==> src/rtl/argmax_pkg.sv <==
package argmax_pkg;
  typedef enum logic [2:0] {
    ST_IDLE = 3'd0,
    ST_CMP  = 3'd1,
    ST_TAKE = 3'd2,
    ST_KEEP = 3'd3,
    ST_FIN  = 3'd4
  } scan_state_t;
endpackage

==> src/rtl/argmax_regfile.sv <==
module argmax_regfile #(
  parameter int ENTRIES = 4,
  parameter int DATA_W  = 8,
  localparam int IDX_W  = $clog2(ENTRIES)
) (
  input  logic              clk,
  input  logic              we,
  input  logic [IDX_W-1:0]  waddr,
  input  logic [DATA_W-1:0] wdata,
  input  logic [IDX_W-1:0]  raddr,
  output logic [DATA_W-1:0] rdata
);
  logic [ENTRIES-1:0][DATA_W-1:0] cells;

  for (genvar e = 0; e < ENTRIES; e++) begin : g_cell
    logic              sel;
    logic [DATA_W-1:0] q;
    assign sel = we && (waddr == IDX_W'(e));
    always_ff @(posedge clk) begin
      if (sel) q <= wdata;
    end
    assign cells[e] = q;
  end

  assign rdata = cells[raddr];
endmodule

==> src/rtl/argmax_ctrl.sv <==
module argmax_ctrl
  import argmax_pkg::*;
(
  input  logic        clk,
  input  logic        rst_n,
  input  logic        start,
  input  logic        cand_gt,
  input  logic        scan_last,
  output scan_state_t state,
  output logic        idle,
  output logic        seed_ld,
  output logic        take_ld,
  output logic        scan_step,
  output logic        fin
);
  scan_state_t state_q, state_d;

  always_comb begin
    state_d = state_q;
    case (state_q)
      ST_IDLE: if (start) state_d = ST_CMP;
      ST_CMP:  state_d = cand_gt ? ST_TAKE : ST_KEEP;
      ST_TAKE: state_d = scan_last ? ST_FIN : ST_CMP;
      ST_KEEP: state_d = scan_last ? ST_FIN : ST_CMP;
      ST_FIN:  state_d = ST_IDLE;
      default: state_d = ST_IDLE;
    endcase
  end

  always_ff @(posedge clk or negedge rst_n) begin
    if (!rst_n) state_q <= ST_IDLE;
    else        state_q <= state_d;
  end

  assign state     = state_q;
  assign idle      = (state_q == ST_IDLE);
  assign seed_ld   = idle && start;
  assign take_ld   = (state_q == ST_TAKE);
  assign scan_step = ((state_q == ST_TAKE) || (state_q == ST_KEEP)) && !scan_last;
  assign fin       = (state_q == ST_FIN);
endmodule

==> src/rtl/argmax_dpath.sv <==
module argmax_dpath #(
  parameter int ENTRIES = 4,
  parameter int DATA_W  = 8,
  localparam int IDX_W  = $clog2(ENTRIES)
) (
  input  logic              clk,
  input  logic              rst_n,
  input  logic              idle,
  input  logic              seed_ld,
  input  logic              take_ld,
  input  logic              scan_step,
  input  logic [DATA_W-1:0] rdata,
  output logic [IDX_W-1:0]  raddr,
  output logic [IDX_W-1:0]  scan_idx,
  output logic [IDX_W-1:0]  best_idx,
  output logic              cand_gt,
  output logic              scan_last
);
  localparam logic [IDX_W-1:0] LAST_IDX = IDX_W'(ENTRIES - 1);

  logic [IDX_W-1:0]  scan_q, scan_d;
  logic [IDX_W-1:0]  bidx_q, bidx_d;
  logic [DATA_W-1:0] bval_q, bval_d;
  logic              scan_en, best_en;

  assign raddr     = idle ? '0 : scan_q;
  assign cand_gt   = rdata > bval_q;
  assign scan_last = (scan_q == LAST_IDX);

  assign scan_en = seed_ld || scan_step;
  assign best_en = seed_ld || take_ld;

  always_comb begin
    scan_d = seed_ld ? IDX_W'(1) : scan_q + IDX_W'(1);
    bidx_d = seed_ld ? '0 : scan_q;
    bval_d = rdata;
  end

  always_ff @(posedge clk or negedge rst_n) begin
    if (!rst_n) begin
      scan_q <= '0;
      bidx_q <= '0;
      bval_q <= '0;
    end else begin
      if (scan_en) scan_q <= scan_d;
      if (best_en) begin
        bidx_q <= bidx_d;
        bval_q <= bval_d;
      end
    end
  end

  assign scan_idx = scan_q;
  assign best_idx = bidx_q;
endmodule

==> src/rtl/argmax_scan.sv <==
module argmax_scan
  import argmax_pkg::*;
#(
  parameter int ENTRIES = 4,
  parameter int DATA_W  = 8,
  localparam int IDX_W  = $clog2(ENTRIES)
) (
  input  logic              clk,
  input  logic              rst_n,
  input  logic              wr_en,
  input  logic [IDX_W-1:0]  wr_addr,
  input  logic [DATA_W-1:0] wr_data,
  input  logic              start,
  output logic              done,
  output logic [IDX_W-1:0]  best_idx
);
  logic [1:0]        rst_pipe;
  logic              rst_sync_n;
  scan_state_t       state;
  logic              idle, seed_ld, take_ld, scan_step, cand_gt, scan_last;
  logic              arr_we;
  logic [IDX_W-1:0]  raddr, scan_idx;
  logic [DATA_W-1:0] rdata;

  always_ff @(posedge clk or negedge rst_n) begin
    if (!rst_n) rst_pipe <= 2'b00;
    else        rst_pipe <= {rst_pipe[0], 1'b1};
  end
  assign rst_sync_n = rst_pipe[1];

  assign arr_we = wr_en && idle;

  argmax_regfile #(.ENTRIES(ENTRIES), .DATA_W(DATA_W)) u_regfile (
    .clk   (clk),
    .we    (arr_we),
    .waddr (wr_addr),
    .wdata (wr_data),
    .raddr (raddr),
    .rdata (rdata)
  );

  argmax_ctrl u_ctrl (
    .clk       (clk),
    .rst_n     (rst_sync_n),
    .start     (start),
    .cand_gt   (cand_gt),
    .scan_last (scan_last),
    .state     (state),
    .idle      (idle),
    .seed_ld   (seed_ld),
    .take_ld   (take_ld),
    .scan_step (scan_step),
    .fin       (done)
  );

  argmax_dpath #(.ENTRIES(ENTRIES), .DATA_W(DATA_W)) u_dpath (
    .clk       (clk),
    .rst_n     (rst_sync_n),
    .idle      (idle),
    .seed_ld   (seed_ld),
    .take_ld   (take_ld),
    .scan_step (scan_step),
    .rdata     (rdata),
    .raddr     (raddr),
    .scan_idx  (scan_idx),
    .best_idx  (best_idx),
    .cand_gt   (cand_gt),
    .scan_last (scan_last)
  );
endmodule

==> config.mk <==
export PLATFORM = sky130hd
export DESIGN_NAME = argmax_scan
export DESIGN_NICKNAME = d
export VERILOG_FILES = /design/src/rtl/argmax_pkg.sv /design/src/rtl/argmax_regfile.sv /design/src/rtl/argmax_ctrl.sv /design/src/rtl/argmax_dpath.sv /design/src/rtl/argmax_scan.sv
export SDC_FILE = /design/constraint.sdc
export NUM_CORES = 1
export LEC_CHECK = 0
export ABC_AREA = 1
export BUFFER_PORTS_ARGS = -buffer_cell sky130_fd_sc_hd__buf_4
export CAP_MARGIN = 0
export CORE_MARGIN = 5
export CORE_UTILIZATION = 50
export CTS_CLUSTER_SIZE = 40
export DETAILED_ROUTE_END_ITERATION = 12
export PLACE_DENSITY = 0.7
export SYNTH_ARGS = -nofsm -noshare
export SYNTH_HDL_FRONTEND = slang
export SYNTH_SLANG_ARGS = --single-unit
==> constraint.sdc <==
create_clock -name clk -period 1.2 [get_ports clk]
set_input_delay 0.12 -clock clk [delete_from_list [all_inputs] [get_ports clk]]
set_output_delay 0.12 -clock clk [all_outputs]
set_load 0.1 [all_outputs]
==> results.txt, run 1 <==
The H-tree was split into 2 levels. Yosys mapped a number of flops with a built-in enable equal to 32. The net count of the finished layout is 287. The tools report the fraction of the core area covered by cells at the end of the flow as 75.9%.

The final hold violation count is 0. The count of non-filler cells in the finished layout came out at 317. The synthesized design contains 49 register bits. The count of nets left with antenna violations once routing finished came out at 0. In the final layout, the multi-input gates occupy 1110 µm². The count of final max-slew check failures was 0; the total core area was 4350 µm². Timing would allow up to 0.465 GHz. The repair_antennas step left the layout with diodes totalling 0. The flow ran to the end, but the final reports show violations.

The tools report the number of antenna violations at the first check in global routing as 0. The count of buffers added on input and output ports is 16. The tools report the count of endpoints failing setup in the final report as 46. The filler cells instantiated in the layout total 240.

For the finished layout, the period the worst path requires is 2.15 ns. Via density per instance: 5.46. Deepest clock path buffer count: 2. The sequential cell area is 1390 µm², and the average footprint of a synthesized cell is 11.2 µm².

VDD sags by at most 1.34 mV. The net switching share of the total power came out at 43.1%. The total wire length was 5.36 mm; the half-perimeter wire length after placement was 2.83 mm.

The tools report the remaining routing DRC violations as 0. For this design, the sink count on the clock tree is 49. OpenSTA, run right after detailed placement, puts the worst setup slack at -0.883 ns.

The library cell used most frequently in the layout, excluding fill and tap cells, is buf_4. Pin placement for this block handled 17 I/O pins. The cell-internal power is 5.66 mW. After global routing the overflow that remains totals 0. Setup repair after global routing could not meet its margin everywhere. The area growth from synthesis to layout is 47.7%. The first global-routing pass estimated 7.31 mm of wire. The most used flip-flop cell after synthesis is edfxtp_1.

On the final layout, the worst hold slack is 0.00792 ns. Yosys printed 0 warnings. In this run the static leakage power is 1.38 nW. The logs give 15.6% for the total routing usage reported by global routing and 23.1% for the sequential power share. Clock latency on the worst-skew pair, taken at its later pin, is 0.31 ns. For the data required time at the worst endpoint, the log shows 1.40 ns. The number of clock buffers inserted by TritonCTS was 5. The starting density of the core came out at 51.4%. Clock-pin slew was measured on the worst setup and hold paths at 0.10 ns.

The logs give -0.951 ns for the slack of the critical path and 65.0% for the fraction of power consumed by combinational cells. TritonCTS built the clock tree. Chip height: 76.9 µm.

The logs give 223 for the net count after synthesis and 5 for the number of iterations in the first detailed-routing pass. The critical path is of the register to register type. The width of the chip is 76.9 µm. The post-route clock skew is 0.0143 ns, and the proportion of synthesized flip-flops having asynchronous set or reset is 34.7%.

The detailed router finished its first iteration with 127 violations. In the layout the commonest cells are 45 x buf_4, 41 x nand2_1, 32 x edfxtp_1. The netlist uses 29 different library cells. The cell area that synthesis handed to floorplanning was 2240 µm². The tools report the kind of launch point of the worst setup path as a register. The worst setup path is captured at a register. The global placer's final weighted congestion was 0.733.

The max-cap violation count was 0. Of the available clock period, the critical path in the final layout requires 179%. In this run the worst hold path is classified as input pin to register. The floorplan has 24 rows.

The fraction of layout instances using a drive strength above 1 is 49.8%, and the number of cells after detailed placement is 295. For this run, the register share of the synthesized area comes to 61.9%. Dividing the detail-routed wire length by the instance count gives 16.9 µm. The floorplan step defined a die boundary enclosing 5920 µm².

The worst path arrival time is 2.35 ns. The checks that failed: negative setup slack. In this run the power density over the cells is 3000 nW/µm². Clock root buffer: clkbuf_8.

The routed layout has 1,730 vias. Along the worst path, the maximum fanout reaches 5. Of the total power, the clock network draws 11.9%. In this run the power spent charging and discharging nets is 4.28 mW. Counting every instance in the synthesized netlist gives 200.

The via count of the first global-routing pass is 1,518. The run gives 16 as the largest net degree at the start of global routing.
## power by group through the flow
stage	registers (mW)	clock network, mW	logic, mW
after floorplan	2.53	0	2.72
after global placement	2.30	0	4.00
after detailed placement	2.31	0	4.08
after CTS	2.29	1.18	4.66
after global routing	2.32	1.28	6.94
final	2.30	1.18	6.46
## layout make-up
cell class / instances / share of cell area, %
well taps: 52 / 1.97
flip-flops and latches: 49 / 42.0
clock buffers: 6 / 2.19
multi-input cells: 129 / 33.7
repair buffers: 57 / 15.9
clock inverters: 2 / 1.17
inverters: 22 / 3.10
## layer usage
metal | global-route usage (%) | wire [µm] | up-vias
met4 | 4.20 | 136 | 0
met5 | 0 | 0 | -
met3 | 4.45 | 348 | 18
met2 | 25.0 | 2730 | 81
li1 | - | - | 809
met1 | 20.8 | 2150 | 822
## cell usage after synthesis (2+ instances only)
library cell	instances	share of area (%)
ha_1	9	5.0
o21ai_0	3	0.67
edfxtp_1	32	43
a21oi_1	5	1.1
nand2_4	2	1.0
nor2_1	4	0.67
and2_1	7	2.0
nor3_1	7	1.6
nand2_1	47	7.9
inv_1	16	2.7
dfrtp_1	17	19
buf_6	2	1.0
o21ai_1	7	1.6
inv_2	3	0.50
nand3_1	25	5.6
## cells by family (layout without fill, tap and decap cells)
logic type / after synthesis / count (layout) / synth area share (%)
and+or+nand+nor: 98 / 101 / 22.2
DFF: 49 / 49 / 61.9
buffers and inverters: 25 / 87 / 6.26
AOI/OAI and AO/OA: 17 / 17 / 3.97
adders and majority gates: 9 / 9 / 5.03
other: 1 / 1 / 0.168
xor gates and xnor gates: 1 / 1 / 0.391
## metrics by stage
| stage | total power, mW | setup TNS, ns | area (µm²) |
|---|---|---|---|
| after floorplan | 5.25 | -9.51 | 2310 |
| after global placement | 6.30 | -12.73 | 2730 |
| after detailed placement | 6.39 | -13.88 | 2730 |
| after CTS | 8.13 | -18.58 | 2990 |
| after global routing | 10.5 | -23.52 | 3310 |
| final | 9.94 | -20.49 | 3310 |
## worst paths after layout
path                       slack, ns                       end       startpoint  cells after the start
setup reg to reg               -0.95           u_ctrl.state[0]  u_ctrl.state[2]                     16
setup / recovery               -0.95           u_ctrl.state[0]  u_ctrl.state[2]                     16
hold / removal                 0.008  u_regfile.g_cell[2].q[5]       wr_data[5]                      1
hold reg to reg                 0.19         u_dpath.bval_q[7]      rst_pipe[1]                      1
min in group asynchronous       0.11               rst_pipe[0]            rst_n                      2
max in group asynchronous       0.81       u_dpath.best_idx[1]      rst_pipe[1]                      1
## registers in the layout, indices dropped and copies added, names as in the netlist
| register | cells |
|---|---|
| u_regfile.g_cell.q | 32 |
| u_dpath.bval_q | 8 |
| u_ctrl.state | 3 |
| rst_pipe | 2 |
| u_dpath.best_idx | 2 |
| u_dpath.scan_idx | 2 |
## worst max-delay path, cell delays in order, from the launching register on
cell and delay [ns]:
dfrtp_1 0.38, inv_2 0.06, nand3_4 0.15, clkinv_4 0.12, nor2_8 0.23, nand3_2 0.12
and2_4 0.19, ha_4 0.26, nand2_1 0.06, inv_1 0.08, nand2_1 0.06, nand2_1 0.05
nand2_1 0.04, nand2_1 0.05, nand2_1 0.06, nand2_1 0.07, a21oi_2 0.05
## what timing repair did
action | CTS | global route
hold endpoints to repair | 2 | 0
pin swaps | 5 | 30
resized for setup | 17 | 52
setup endpoints to repair | 46 | 47
setup buffers | 4 | 8
hold buffers | 1 | 0
cloned | 2 | 1
Power figures use the tool's default switching activity.
==> run 2: changes to the inputs <==
SKIP_CTS_REPAIR_TIMING = 1   (was unset)
clock period = 2 ns   (was 1.2 ns; I/O delays follow)
==> run 2 against run 1 <==
Compared with the run above:
- global-route usage shrank 1.0 points
- worst hold slack better by 0.093 ns
- design area shrank 12%
- the run still ends with negative setup slack left
- count of clock-buffer cells in the layout did not move
- largest power group unchanged
==> results.txt, run 2 (synthesized netlist as in run 1, its figures left out) <==
The run finished, with violations left. The checks that failed: negative setup slack. The run gives 6.90 mm as the first-pass GRT wire length. Entering global routing, the biggest net connects 17 pins. The max-cap violation count was 0; the number of antenna repair diodes was 0. The average wire length per cell after detail routing works out to 14.9 µm. After filler insertion, the fill cell instance count of the layout stands at 312.

The data required time at the worst endpoint came out at 2.24 ns. Detailed placement ended at an HPWL of 2.91 mm. The flip-flop count of the largest register, all copies and words added came out at 32. The count of final max-slew check failures is 0, and the maximum clock frequency is 0.459 GHz. The logs give 5 for the number of clock buffers inserted by TritonCTS and 0 for the overflow left after global routing. The post-layout minimum cycle time is 2.18 ns.

Of the total power, combinational logic draws 59.5%. Global routing consumed, over all layers together, 14.6% of the routing resources. The run gives 66.6% as the fraction of the core area covered by cells at the end of the flow.

The class of the tightest hold or removal check was input pin to register. The worst path uses 109% of the clock period. The tools report the startpoint of the tightest hold check path as wr_data[4]. Counting cells, the worst reg-to-reg path comes to 14. The remaining routing DRC violations is 0, and the placement row count is 24.

In this run the deepest clock path goes through 2 buffers. Startpoint of the worst-slack reg-to-reg timing path: u_ctrl.state[1]. During placement, the flow inserted port buffers numbering 16. Setup repair after global routing could not meet its margin everywhere. The total leakage power is 1.24 nW. Headroom to the max-slew limit came out at 59.3%. The endpoint identified for the worst register-to-register timing path is u_ctrl.state[0].

Data on the critical path arrives at its endpoint at 2.41 ns. Dividing the detail-routed via count by the number of cells gives 5.10. The clock drives 49 sinks.

The fraction of layout instances using a drive strength above 1 was 37.4%. The kind of launch point of the worst setup path is a register. In this run, the clock network consumes 13.4% of the power. STA classifies the critical path endpoint as a register. Pin placement for this block handled 17 I/O pins. The die covers 5920 µm².

The tools report the total negative slack as -0.177 ns. The cell-internal power came out at 2.98 mW. The area growth from synthesis to layout is 29.5%. The worst hold path cell count is 1. The tools report the capture endpoint of the worst hold path as u_regfile.g_cell[1].q[4]. The critical path is of the register to register type.

The first detailed-routing pass ran for 4 iterations. Width of the chip: 76.9 µm. Final hold analysis gives a worst-case slack of 0.101 ns. The via count of the routed design was 1,520; the power density over cell area was 1750 nW/µm². The global placer's final weighted congestion is 0.798, and the sequential cell area is 1390 µm².

The starting density of the core was 51.4%; the maximum ir drop on the vdd rail was 0.654 mV. TritonCTS built the clock tree. Measured along the y axis, the die boundary spans 76.9 µm. Count of endpoints failing setup in the final report: 1. On the final layout, the worst clock skew is 0.00869 ns. The run gives -0.18 ns as the setup slack of the most critical reg-to-reg path. For the final hold violation count, the log shows 0. After clock tree synthesis, the clock-pin slew on the worst setup and hold paths is 0.09 ns.

For the switching power total, the log shows 2.10 mW. The total wire length is 4.43 mm. The core region is 4350 µm².

Along the worst path, the maximum fanout reaches 6. The combined area of the multi-input logic cells is 920 µm², and the total number of H-tree levels is 2. The tools report the slack of the critical path as -0.177 ns. For the number of antenna violations at the first check in global routing, the log shows 0. The library cells used most frequently in the layout, excluding fill and tap cells, are 43 x nand2_1, 37 x buf_4, 32 x edfxtp_1.

The tools report the DRC violation total after the first TritonRoute iteration as 78. The worst-margin pin slew came out at 0.610 ns. Counting flops per register, the top entry is u_regfile.g_cell.q. Sequential power share: 27.1%. For this run, the post-layout net count is 268. The clock reaches the later pin of the worst-skew pair after 0.30 ns. The net switching share of the total power works out to 41.4%. The tree is rooted in a clkbuf_8. The library cell used most frequently in the layout, excluding fill and tap cells, is nand2_1. At the placement stage, the worst setup path has a slack of -0.0374 ns. The tools report the via count of the first global-routing pass as 1,454. Remaining antenna violation count after routing: 0.
run 2: area by class of cell:
type / instances / share of cell area (%)
inverter: 22 / 3.45
tap: 52 / 2.25
clock inverter: 2 / 1.21
clock buffer: 6 / 2.50
timing repair buffer: 40 / 11.0
multi-input combinational: 127 / 31.7
sequential: 49 / 47.8
run 2: worst max-delay path by stage:
stage,slack [ns],startpoint,to
after floorplan,-0.02,u_ctrl.state[2],u_ctrl.state[0]
after global placement,-0.02,u_ctrl.state[0],u_ctrl.state[0]
after detailed placement,-0.04,u_ctrl.state[2],u_ctrl.state[0]
after CTS,-0.06,u_ctrl.state[2],u_ctrl.state[0]
after global routing,-0.33,u_ctrl.state[1],u_ctrl.state[0]
final,-0.18,u_ctrl.state[1],u_ctrl.state[0]
run 2: worst max-delay path, cell delays in order, from the launching register on:
cell	delay, ns
dfrtp_1	0.37
inv_2	0.06
nand3_4	0.16
clkinv_4	0.10
nor2_8	0.21
buf_6	0.16
nand3_2	0.09
and2_4	0.16
ha_4	0.27
nand2_2	0.06
nor2_4	0.10
nand4_1	0.10
nand2_1	0.08
nand2_1	0.06
a21oi_2	0.14
run 2: per-stage QoR:
step	power [mW]	area (µm²)	std cells
after CTS	4.19	2590	286
final	5.08	2900	298
after floorplan	3.09	2240	200
after detailed placement	3.51	2480	278
after global placement	3.46	2480	278
after global routing	5.52	2900	298
run 2: power by group through the flow:
stage	clock [mW]	sequential [mW]	combinational, mW
final	0.682	1.38	3.02
after global routing	0.744	1.40	3.37
after CTS	0.690	1.37	2.13
after detailed placement	0	1.39	2.12
after global placement	0	1.38	2.08
after floorplan	0	1.51	1.57
run 2: per-layer routing:
metal	part of all wire [%]	wire, µm	up-vias	track usage [%]
met4	1.2	55	0	4.72
li1	-	-	760	-
met1	46	2060	727	20.9
met5	0	0	-	0
met3	3.7	164	6	3.63
met2	49	2150	27	21.7
